===== src/rtl/btnp_pkg.sv =====
`timescale 1ns/1ps
package btnp_pkg;

    // Press tracker states
    typedef enum logic [1:0] {
        ST_ARMED = 2'd0,   // released, waiting for a rise
        ST_FIRE  = 2'd1,   // single cycle that produces the pulse
        ST_HELD  = 2'd2    // pulse given, waiting for release
    } press_state_e;

    typedef struct packed {
        press_state_e state;
    } press_regs_t;

endpackage


===== src/rtl/btnp_sync.sv =====
`timescale 1ns/1ps
module btnp_sync #(
    parameter int STAGES = 2
) (
    input  logic clk_i,
    input  logic rst_i,
    input  logic async_i,
    output logic level_o
);

    localparam int LAST = STAGES - 1;

    logic [STAGES-1:0] chain_d;
    logic [STAGES-1:0] chain_q;

    always_comb begin
        chain_d[0] = async_i;
        for (int i = 1; i < STAGES; i++) begin
            chain_d[i] = chain_q[i-1];
        end
        if (rst_i) begin
            chain_d = '0;
        end
    end

    always_ff @(posedge clk_i) begin
        chain_q <= chain_d;
    end

    assign level_o = chain_q[LAST];

endmodule


===== src/rtl/btnp_press_fsm.sv =====
`timescale 1ns/1ps
module btnp_press_fsm
    import btnp_pkg::*;
(
    input  logic clk_i,
    input  logic rst_i,
    input  logic level_i,
    output logic fire_o
);

    press_regs_t r_d;
    press_regs_t r_q;

    always_comb begin
        r_d = r_q;
        unique case (r_q.state)
            ST_ARMED: if (level_i) r_d.state = ST_FIRE;
            ST_FIRE:  r_d.state = level_i ? ST_HELD : ST_ARMED;
            ST_HELD:  if (!level_i) r_d.state = ST_ARMED;
            default:  r_d.state = ST_ARMED;
        endcase
        if (rst_i) begin
            r_d.state = ST_ARMED;
        end
    end

    always_ff @(posedge clk_i) begin
        r_q <= r_d;
    end

    assign fire_o = (r_q.state == ST_FIRE);

endmodule


===== src/rtl/btnp_fall_launch.sv =====
`timescale 1ns/1ps
module btnp_fall_launch (
    input  logic clk_i,
    input  logic rst_i,
    input  logic fire_i,
    output logic pulse_o
);

    logic pulse_d;
    logic pulse_q;

    always_comb begin
        pulse_d = fire_i;
        if (rst_i) begin
            pulse_d = 1'b0;
        end
    end

    // Launch half a period ahead of the rising-edge consumer
    always_ff @(negedge clk_i) begin
        pulse_q <= pulse_d;
    end

    assign pulse_o = pulse_q;

endmodule


===== src/rtl/btn_pulse_shaper.sv =====
`timescale 1ns/1ps
module btn_pulse_shaper #(
    parameter int SYNC_STAGES = 2
) (
    input  logic clk_i,
    input  logic rst_i,
    input  logic btn_i,
    output logic pulse_o
);

    logic sync_lvl;
    logic fire;

    btnp_sync #(
        .STAGES (SYNC_STAGES)
    ) u_sync (
        .clk_i   (clk_i),
        .rst_i   (rst_i),
        .async_i (btn_i),
        .level_o (sync_lvl)
    );

    btnp_press_fsm u_fsm (
        .clk_i   (clk_i),
        .rst_i   (rst_i),
        .level_i (sync_lvl),
        .fire_o  (fire)
    );

    btnp_fall_launch u_launch (
        .clk_i   (clk_i),
        .rst_i   (rst_i),
        .fire_i  (fire),
        .pulse_o (pulse_o)
    );

endmodule


===== config.mk =====
export PLATFORM = sky130hd
export DESIGN_NAME = btn_pulse_shaper
export DESIGN_NICKNAME = d
export VERILOG_FILES = /design/src/rtl/btnp_pkg.sv /design/src/rtl/btnp_sync.sv /design/src/rtl/btnp_press_fsm.sv /design/src/rtl/btnp_fall_launch.sv /design/src/rtl/btn_pulse_shaper.sv
export SDC_FILE = /design/constraint.sdc
export NUM_CORES = 1
export LEC_CHECK = 0
export BUFFER_PORTS_ARGS = -buffer_cell sky130_fd_sc_hd__buf_2
export CAP_MARGIN = 20
export CORE_AREA = 2 2 39 41
export DETAILED_ROUTE_END_ITERATION = 10
export DIE_AREA = 0 0 41 43
export PLACE_DENSITY = 0.39
export SKIP_LAST_GASP = 1
export SLEW_MARGIN = 0
export SYNTH_ARGS = -nofsm -noshare
export SYNTH_HDL_FRONTEND = slang
export SYNTH_SLANG_ARGS = --single-unit

===== constraint.sdc =====
create_clock -name clk_i -period 0.8 [get_ports clk_i]
set_input_delay 0.16 -clock clk_i [delete_from_list [all_inputs] [get_ports clk_i]]
set_output_delay 0.16 -clock clk_i [all_outputs]
set_load 0.02 [all_outputs]

======== Word level (Yosys, flattened, before mapping) ========
Index checks and enable logic that the tools add are counted.
cells by class
  mux-type cells .......................... 4
  eq/ne operators ......................... 4
  reduce and logical (&&, ||, !) cells .... 2
operators by type and width
  cell                                            count
  two-way mux 2 bit                               3
  one-hot mux 2 bit (3 select lines)              1
  inequality test 2 bit (second input constant)   2
  == test 2 x 1 -> 1 bit (second input constant)  1
  == test 2 bit (second input constant)           1
  zero test 2 bit                                 1
  AND reduction 2 bit                             1
word-level totals
  output and inout bits ................... 1
  logic and storage cells ................. 13
  flip-flop bits (word level) ............. 5

======== Longest topological paths before layout ========
  depth after elaboration ................. 3
  mapped depth ............................ 2

======== Cells and area by module ========
From an unflattened synthesis, not the netlist that was laid out.
second synthesis, totals
  cell total of the unflattened synthesis .. 14
  area, all modules ....................... 162.7 sq um
modules (own cells, without submodules)
  module            cells each  area an instance (sq um)  sequential area each (sq um)  instances
  btnp_press_fsm    7           72.6                      40.0                          1
  btnp_sync         4           52.6                      40.0                          1
  btnp_fall_launch  3           37.5                      20.0                          1

==> run summary <==
status: finished, violations left
failing checks: setup timing
Post-DRT Antenna Nets: 0
most frequent cells in the layout: 3 x clkbuf_4, 3 x buf_4, 3 x dfxtp_2
Rows: 14
area share of the largest cell type after synthesis: 0.625
Placement Cell Area: 224 µm²
initial antenna violation count: 0
die height: 43 µm
Hold Buf Count CTS: 0
Total Power Consumption: 601 µW
Layout Nets: 27
first-pass GRT wire length: 420 µm
CP Class: flop to output pin
Clk Tree Root Cell: clkbuf_4
Req. time, crit path: 640 ps
fin. max-slew vios: 0
number of max-cap violations: 0
via count: 118
CP max stage delay: 300 ps
I/O Buffers: 3
Synth area leaders: dfxtp_1 63%, and2b_2 11%, nand2b_4 8.6%, xnor2_1 5.5%, nor3b_1 4.7%
global route hottest layer: met4
Worst Tran Pin Value: 132 ps
drt initial violations: 0
# H-tree levels: 1
Worst setup SP type: flop
setup TNS: -574 ps
fill cell count: 160
Starting Density: 0.116
Synth Register Bits: 5
clk_lat worst skew: 300 ps
distinct cell type count of the synthesized netlist: 8
Inserted Clock Buffers: 3
area of the multi-input gates: 61.3 µm²
Post-Route Utilization: 0.188
Max Clock Skew: 67.8 ps
core area: 1380 µm²
Area growth syn-to-layout: 62.5%
die width: 41 µm
post-CTS setup buffers: 0
Initial DRT Pass Iterations: 1
cells after synthesis: 13
Ant. Diodes: 0
GR Util All Layers: 0.0453
Mapped Area: 160 µm²
clk buf depth: 2
final worst slack: -487 ps
die area: 1760 µm²
clk slew on worst S/H paths: 50 ps
vias in the first global route: 117
grt met1 use: 0.0357
RSZ-0062 raised after global routing: true
layout cell share with drive strength beyond 1: 0.739
final hold vios: 0
Mean Syn Cell Area: 12.3 µm²
TritonCTS clock tree: done
post-synth net total: 16
crit path cell chain: buf_6
GR Layer Usage met3: 0.0471
area leader, netlist: dfxtp_1
Crit-path slowest cell: dfxtp_2
relative slew slack: 0.911
CTS sink count: 5
power density cells: 2310 nW/µm²
# IOs: 4
largest net degree at the start of global routing: 5
total congestion overflow: 0
Reg area: 104 µm²
wire length per cell: 6.18 µm
fin area: 260 µm²
Critical Path AT: 1130 ps
Buf+Inv Stages, Crit Path: 1
Seq/Total Area, Yosys: 0.625
CP top delay family: flip-flops
Max VDD drop: 763 µV
Routed Wire Length: 241 µm
vias per std cell: 3.03
RePlAce Congestion: 0.514
Hold WC Path Type: primary input to flop
Worst Setup End Kind: output pin
pre-CTS setup slack: -193 ps
final setup violation count: 2
static leakage: 0.000120 µW
met2 Track Usage GR: 0.0500
Crit Path Max Fanout: 1
Synth warnings: 0
DRC viols: 0
worst paths after layout:
check / from / endpoint / slack (ps) / depth (start not counted)
min reg2reg: u_sync.chain_q[0] / u_sync.chain_q[1] / 450 / 1
max: u_launch.pulse_o / pulse_o / -490 / 1
max reg2reg: u_fsm.r_q[0] / u_launch.pulse_o / -90 / 1
min: btn_i / u_sync.chain_q[0] / 140 / 2
synth_stat cells:
library cell / number
nand2b_4: 1
nor3b_1: 1
and2b_2: 2
nor2_1: 1
nor3_1: 1
dfxtp_1: 5
inv_1: 1
xnor2_1: 1
where the power goes:
part	total (µW)	switching [µW]	internal (µW)
logic	27.6	8.51	19.1
registers	260	2.96	257
clock network	313	125	188
total	601	136	465
through the flow:
stage	cells	hold slack (ps)
floorplan	13	302
global placement	35	383
detailed placement	35	394
CTS	39	129
global route	39	128
finish	39	136
flip-flops by register name, summed over array words and instances (netlist names):
signal            count
u_fsm.r_q             2
u_sync.chain_q        2
u_launch.pulse_o      1
final cells by class:
cell class	count	area share
Clock buffer	3	0.0865
Clock inverter	2	0.0337
Multi-Input combinational cell	7	0.236
Sequential cell	5	0.399
Tap cell	16	0.0769
Timing Repair Buffer	6	0.168
repair_timing:
item                       4_1_cts  5_1_grt
pin swaps                        1        0
gates resized for setup          4        0
setup endpoints to repair        2        2
cells by family after synthesis:
group | Yosys count | synth area share
xor+xnor | 1 | 0.0547
buf+inv | 1 | 0.0234
flops | 5 | 0.625
simple gates | 6 | 0.297
routing by layer:
| metal | routed length (µm) | part of all wire |
|---|---|---|
| met5 | 0 | 0 |
| met4 | 0 | 0 |
| met3 | 27 | 0.11 |
| met2 | 117 | 0.49 |
| met1 | 96 | 0.40 |
(Power assumes the default switching activity.)
